File: src/rtl/sc_irq_pkg.sv
package sc_irq_pkg;
    localparam int LINES  = 32;
    localparam int ADDR_W = 5;

    localparam logic [ADDR_W-1:0] OFS_PEND     = 5'h00;
    localparam logic [ADDR_W-1:0] OFS_PEND_SET = 5'h04;
    localparam logic [ADDR_W-1:0] OFS_PEND_CLR = 5'h08;
    localparam logic [ADDR_W-1:0] OFS_DIS      = 5'h0C;
    localparam logic [ADDR_W-1:0] OFS_DIS_SET  = 5'h10;
    localparam logic [ADDR_W-1:0] OFS_DIS_CLR  = 5'h14;

    typedef logic [LINES-1:0] line_vec_t;

    typedef struct packed {
        line_vec_t pend_set;
        line_vec_t pend_clr;
        line_vec_t dis_set;
        line_vec_t dis_clr;
    } wr_strobe_t;

    function automatic line_vec_t gate_bits(input logic en, input line_vec_t bits);
        return en ? bits : '0;
    endfunction
endpackage

File: src/rtl/sc_edge_detect.sv
module sc_edge_detect #(
    parameter int WIDTH = 32
) (
    input  logic             clk,
    input  logic             rst,
    input  logic [WIDTH-1:0] lvl_i,
    output logic [WIDTH-1:0] rise_o
);
    logic [WIDTH-1:0] lvl_q;

    always_ff @(posedge clk) begin
        if (rst) lvl_q <= '0;
        else     lvl_q <= lvl_i;
    end

    for (genvar b = 0; b < WIDTH; b++) begin : g_bit
        assign rise_o[b] = lvl_i[b] & ~lvl_q[b];
    end

    // a rising pulse never lasts two consecutive cycles
    assert_single_pulse_R10: assert property (@(posedge clk) disable iff (rst)
        1'b1 |=> ((rise_o & $past(rise_o)) == '0));
endmodule

File: src/rtl/sc_setclr_word.sv
module sc_setclr_word #(
    parameter int               WIDTH     = 32,
    parameter logic [WIDTH-1:0] RESET_VAL = '0
) (
    input  logic             clk,
    input  logic             rst,
    input  logic [WIDTH-1:0] set_i,
    input  logic [WIDTH-1:0] clr_i,
    output logic [WIDTH-1:0] q_o
);
    logic [WIDTH-1:0] q_d;

    // set has priority over clear
    always_comb q_d = (q_o & ~clr_i) | set_i;

    always_ff @(posedge clk) begin
        if (rst) q_o <= RESET_VAL;
        else     q_o <= q_d;
    end

    assert_set_bits_R4: assert property (@(posedge clk) disable iff (rst)
        1'b1 |=> ((q_o & $past(set_i)) == $past(set_i)));
    assert_clear_bits_R3: assert property (@(posedge clk) disable iff (rst)
        1'b1 |=> ((q_o & $past(clr_i & ~set_i)) == '0));
    assert_hold_R2: assert property (@(posedge clk) disable iff (rst)
        (set_i == '0 && clr_i == '0) |=> $stable(q_o));
endmodule

File: src/rtl/sc_reg_port.sv
module sc_reg_port
    import sc_irq_pkg::*;
#(
    parameter int AW = ADDR_W
) (
    input  logic       [AW-1:0]    addr_i,
    input  logic                   wen_i,
    input  line_vec_t              wdata_i,
    input  line_vec_t              pend_i,
    input  line_vec_t              dis_i,
    output wr_strobe_t             stb_o,
    output line_vec_t              rdata_o
);
    always_comb begin
        stb_o.pend_set = gate_bits(wen_i && addr_i == OFS_PEND_SET, wdata_i);
        stb_o.pend_clr = gate_bits(wen_i && addr_i == OFS_PEND_CLR, wdata_i);
        stb_o.dis_set  = gate_bits(wen_i && addr_i == OFS_DIS_SET,  wdata_i);
        stb_o.dis_clr  = gate_bits(wen_i && addr_i == OFS_DIS_CLR,  wdata_i);
    end

    always_comb begin
        case (addr_i)
            OFS_PEND: rdata_o = pend_i;
            OFS_DIS:  rdata_o = dis_i;
            default:  rdata_o = '0;
        endcase
    end

    // only one write alias can be active per cycle
    always_comb begin
        assert_one_alias_R9: assert ($countones({|stb_o.pend_set, |stb_o.pend_clr,
                                                 |stb_o.dis_set, |stb_o.dis_clr}) <= 1);
    end
endmodule

File: src/rtl/sc_irq_aggregator.sv
module sc_irq_aggregator
    import sc_irq_pkg::*;
#(
    parameter int AW = ADDR_W
) (
    input  logic             clk,
    input  logic             rst,
    input  logic [LINES-1:0] src_i,
    input  logic [AW-1:0]    bus_addr,
    input  logic             bus_wen,
    input  logic [LINES-1:0] bus_wdata,
    output logic [LINES-1:0] bus_rdata,
    output logic             irq_o
);
    line_vec_t  rise;
    line_vec_t  pend;
    line_vec_t  dis;
    line_vec_t  pend_set_all;
    wr_strobe_t stb;

    sc_edge_detect #(.WIDTH(LINES)) u_edge (
        .clk   (clk),
        .rst   (rst),
        .lvl_i (src_i),
        .rise_o(rise)
    );

    sc_reg_port #(.AW(AW)) u_port (
        .addr_i (bus_addr),
        .wen_i  (bus_wen),
        .wdata_i(bus_wdata),
        .pend_i (pend),
        .dis_i  (dis),
        .stb_o  (stb),
        .rdata_o(bus_rdata)
    );

    // edges join the set path, which outranks clear
    assign pend_set_all = stb.pend_set | rise;

    sc_setclr_word #(.WIDTH(LINES), .RESET_VAL('0)) u_pend (
        .clk  (clk),
        .rst  (rst),
        .set_i(pend_set_all),
        .clr_i(stb.pend_clr),
        .q_o  (pend)
    );

    sc_setclr_word #(.WIDTH(LINES), .RESET_VAL('1)) u_dis (
        .clk  (clk),
        .rst  (rst),
        .set_i(stb.dis_set),
        .clr_i(stb.dis_clr),
        .q_o  (dis)
    );

    always_ff @(posedge clk) begin
        if (rst) irq_o <= 1'b0;
        else     irq_o <= |(pend & ~dis);
    end

    assert_irq_lag_R7: assert property (@(posedge clk) disable iff (rst)
        1'b1 |=> (irq_o == |($past(pend) & ~$past(dis))));
    assert_edge_wins_R8: assert property (@(posedge clk) disable iff (rst)
        1'b1 |=> ((pend & $past(rise)) == $past(rise)));
    assert_reset_dis_R1: assert property (@(posedge clk)
        $past(rst) |-> (dis == '1 && pend == '0 && !irq_o));
endmodule

File: config.mk
export PLATFORM = sky130hd
export DESIGN_NAME = sc_irq_aggregator
export DESIGN_NICKNAME = d
export VERILOG_FILES = /design/src/rtl/sc_irq_pkg.sv /design/src/rtl/sc_edge_detect.sv /design/src/rtl/sc_setclr_word.sv /design/src/rtl/sc_reg_port.sv /design/src/rtl/sc_irq_aggregator.sv
export SDC_FILE = /design/constraint.sdc
export NUM_CORES = 1
export LEC_CHECK = 0
export ABC_AREA = 0
export BUFFER_PORTS_ARGS = -buffer_cell sky130_fd_sc_hd__buf_2
export CAP_MARGIN = 5
export CORE_MARGIN = 2
export CORE_UTILIZATION = 35
export DETAILED_ROUTE_END_ITERATION = 6
export PLACE_DENSITY = 0.6
export SLEW_MARGIN = 0
export SYNTH_ARGS = -nofsm -noshare
export SYNTH_HDL_FRONTEND = slang
export SYNTH_SLANG_ARGS = --single-unit
File: constraint.sdc
create_clock -name clk -period 2.48 [get_ports clk]
set_input_delay 0.496 -clock clk [delete_from_list [all_inputs] [get_ports clk]]
set_output_delay 0.496 -clock clk [all_outputs]
set_load 0.005 [all_outputs]
==> run summary <==
The worst path required time is about 2.0 ns. The weighted congestion reported at the end of routability-driven placement is 0.763. The clock buffer count from CTS is 9.

The endpoint of the worst register-to-register path is irq_o$_SDFF_PP0_. The share of the Yosys chip area taken by registers is 0.471. The start point of the critical path is bus_addr[4]. The number of gates given a new drive strength after cts is 0. The final clock period utilization by the worst path is 0.923.

The nature of the critical path endpoint is a primary output. In this run the count of I/O pins placed on the die edge is 105. The deepest level of the CTS H-tree came out at 3. The vias after detailed routing is 3825.

The starting density of the core is 0.360. The worst setup path is of the input port to primary output kind. In this run, synthesis produced a sequential element count of 97. In this run the post-CTS setup repair buffer count came out at 0. Setup slack closes at 0.190 ns. In the post-synthesis netlist, the biggest area contributors are sky130_fd_sc_hd__dfxtp_1 47%, sky130_fd_sc_hd__a221oi_2 8.7%, sky130_fd_sc_hd__a221o_1 7.8%, sky130_fd_sc_hd__o22ai_1 7.1%, sky130_fd_sc_hd__a22o_1 6.8%.

The number of nets produced by synthesis is roughly 530. The routed via count divided by cell count is 5.51. The number of enable flip-flop cells after synthesis came out at 0. The number of pins exceeding their max-slew limit in the final report was 0. The count of antenna diodes in the layout is 0.

Synthesis instantiated 24 different standard cells from the library. The die covers 12700 sq um. The count of cells along the worst register-to-register path is 4. The number of endpoints failing setup at the final stage is 0. In this design, the largest share of critical-path delay is due to simple AND/OR/NAND/NOR gates. The aggregate negative setup slack came out at 0 ns. The number of synthesis warnings is 0.

The routed design has 12000 um of wire. The share of synthesized cell area in and, or, nand and nor gates came out at 0.111. After synthesis, the most frequently instantiated cells are 97 x sky130_fd_sc_hd__dfxtp_1, 64 x sky130_fd_sc_hd__inv_1, 60 x sky130_fd_sc_hd__nor2_1. The signal on the critical path passes through buf_2 > or3_1 > nor3_2 > buf_12 > a22o_1 > buf_2. The number of filler instances in the final layout is between 1000 and 1500. The number of hold violations in the final report is 0. The number of maximum-capacitance constraint violations is 0. The number of global-route vias before repair came out at 3789. TritonCTS built the clock tree. The pin count of the biggest net entering global routing came out at 98. The portion of synthesized cell area occupied by the leading cell type came out at 0.471.

The post-detailed-placement half-perimeter wirelength came out at 7990 um. Global routing finished with a remaining overflow of 0. The cell leakage power is approximately 2.3 nW.

In this run the number of cells on the critical path is 6. The min-delay analysis places its worst path in the category input port to flip-flop. The average wire per cell in the routed design came out at 17.3 um. After synthesis, the largest family of logic cells by area is compound AO/OA/AOI/OAI gates. The number of nets with antenna violations after detailed routing came out at 0. Dividing total power by cell area gives a power density of 670 nW/um^2. The worst clock skew on the final layout came out at ~0.0061 ns.

The clock slew seen by the registers of the worst setup and hold paths came out at 0.06 ns. In the synthesized netlist the async set-or-reset flop fraction comes to 0. The area overhead of the layout relative to synthesis came out at 24.3%. The worst-case vdd ir drop came out at 0.000413 V. The tree is rooted in a sky130_fd_sc_hd__clkbuf_16. The worst-path maximum fanout is 32. The setup slack on the worst flop-to-flop path came out at 1.25 ns. The wire length of the first global-routing pass came out at 19200 um. The placeable core region is 11500 sq um. The multi-input combinational cell area is around 1800 sq um. The count of standard-cell rows came out at 39.

The number of buffers on the longest clock path came out at 2. Setup repair after global routing left no endpoint under its margin. The post-place setup slack came out at between 0.1 and 0.15 ns. The dominant synthesized flop cell is sky130_fd_sc_hd__dfxtp_1. The share of final-layout standard cells stronger than drive strength 1 is 0.285. Buffers placed on the I/O ports in this run total 104. The floorplan step set the die height to 113 um. In this run the critical register-to-register path is launched from u_pend.q_o[10]$_SDFF_PP0_. STA classifies the critical path startpoint as an input port. At the later pin of the worst-skew pair, clock insertion delay measures 0.34 ns. The number of clock sinks seen by CTS came out at 97.

STA puts the critical path data arrival time at 1.79 ns. The compound-gate portion of the synthesized area came out at 0.326. The combined area of all synthesized cells came out at slightly above 4000 sq um. The maximum single-stage delay on the critical path came out at just over 0.4 ns. The number of design-rule violations left by the first detailed-router iteration came out at 168. The final layout contains 618 nets. The buffering stage count on the worst path with inverters included is 3. The synthesized area per cell came out at 9.11 sq um. The library cell appearing most often on the critical path is sky130_fd_sc_hd__buf_2.

The mux contribution to synthesized area is 0. The cell count after synthesis is 453. The post-synthesis xor/xnor area fraction came out at 0. The area used by sequential logic in the layout is 1940 sq um. The transition time at the pin with the least slew margin is 0.434 ns. The die is 113 um wide. The post-synthesis share of cell area spent on full adders, half adders and majority gates came out at 0. The run finished with clean final reports. For this run, design rule violations remaining after detail routing come to 0.

The biggest area contributor in the post-synthesis netlist is sky130_fd_sc_hd__dfxtp_1. The worst-path cell with the longest stage delay is sky130_fd_sc_hd__or3_1. By instance count, the leading cell after synthesis is sky130_fd_sc_hd__dfxtp_1. The shortest period the worst path allows came out at 2.29 ns. The worst relative slew slack is 0.711. The critical path ends at bus_rdata[30].

In this run, post-CTS hold repair placed 0 buffers. Before antenna repair, the detailed router went through 4 iterations. The global-route total usage across every layer is 0.188.

For this run, the top clock speed supported by timing is around 440 MHz. The initial antenna violation count is 0.
[flip-flops by register name (all words and copies together), names as in the netlist]
name,flops
u_pend.q_o,32
u_dis.q_o,32
u_edge.lvl_q,32
irq_o,1
[worst min-delay path by stage]
stage                                         start                     endpoint  slack (ns)  cells after the start
after floorplan           u_pend.q_o[11]$_SDFF_PP0_    u_pend.q_o[11]$_SDFF_PP0_        0.45                      2
after global placement     u_pend.q_o[3]$_SDFF_PP0_     u_pend.q_o[3]$_SDFF_PP0_        0.45                      2
after detailed placement  u_pend.q_o[25]$_SDFF_PP0_    u_pend.q_o[25]$_SDFF_PP0_        0.47                      2
after CTS                                 src_i[14]  u_edge.lvl_q[14]$_SDFF_PP0_        0.37                      2
after global routing                       src_i[3]   u_edge.lvl_q[3]$_SDFF_PP0_        0.38                      3
final                                     src_i[14]  u_edge.lvl_q[14]$_SDFF_PP0_        0.38                      2
[cell type report]
type | instances | area share
Timing Repair Buffer | 112 | 0.125
Clock buffer | 10 | 0.0446
Sequential cell | 97 | 0.379
Tap cell | 143 | 0.0349
Clock inverter | 6 | 0.0134
Multi-Input combinational cell | 262 | 0.356
Inverter | 64 | 0.0468
[power by group]
| group | switching [mW] | total, mW | internal, mW |
|---|---|---|---|
| Sequential | 0.0543 | 1.69 | 1.64 |
| Clock | 0.602 | 1.39 | 0.783 |
| Combinational | 0.195 | 0.357 | 0.162 |
| Total | 0.851 | 3.43 | 2.58 |
[routing by layer]
metal,global-route usage,part of all wire,vias to the layer above
met5,0,0,-
met4,0.0634,0.020,0
met3,0.0459,0.064,23
met2,0.315,0.48,120
met1,0.237,0.43,1839
li1,-,-,1843
[through the flow]
step	hold WS [ns]	utilization	instances	instance area, sq um	power, mW
2_1_floorplan	0.445	-	453	4130	1.92
3_3_place_gp	0.453	0.421	678	4830	2.07
3_5_place_dp	0.470	0.421	678	4830	2.09
4_1_cts	0.372	0.447	694	5130	3.47
5_1_grt	0.385	0.447	694	5130	3.58
6_report	0.377	0.447	694	5130	3.43
[cells by family (layout without fill, tap and decap cells)]
logic type	count (synthesis)	after routing
simple gates	111	111
flops	97	97
compound gates	151	151
buf+inv	94	192
[worst reg2reg max path, cell delays in order (launching register included)]
cell and delay [ns]:
sky130_fd_sc_hd__dfxtp_1 0.33, sky130_fd_sc_hd__inv_1 0.08, sky130_fd_sc_hd__o22ai_1 0.10, sky130_fd_sc_hd__nor4_1 0.42, sky130_fd_sc_hd__a41oi_1 0.16
[cells in the final DEF, fill, tap and decap left out, types with 4 or more instances in the layout]
master	count
sky130_fd_sc_hd__buf_2	104
sky130_fd_sc_hd__dfxtp_1	97
sky130_fd_sc_hd__inv_1	64
sky130_fd_sc_hd__nor2_1	57
sky130_fd_sc_hd__o22ai_1	47
sky130_fd_sc_hd__nand2_1	38
sky130_fd_sc_hd__a22o_1	32
sky130_fd_sc_hd__a221o_1	32
sky130_fd_sc_hd__a221oi_2	24
sky130_fd_sc_hd__a21oi_1	12
sky130_fd_sc_hd__clkbuf_16	9
sky130_fd_sc_hd__buf_12	5
sky130_fd_sc_hd__nor4_1	4
sky130_fd_sc_hd__clkinvlp_4	4
Note: power is estimated with default switching activity, not from simulation.
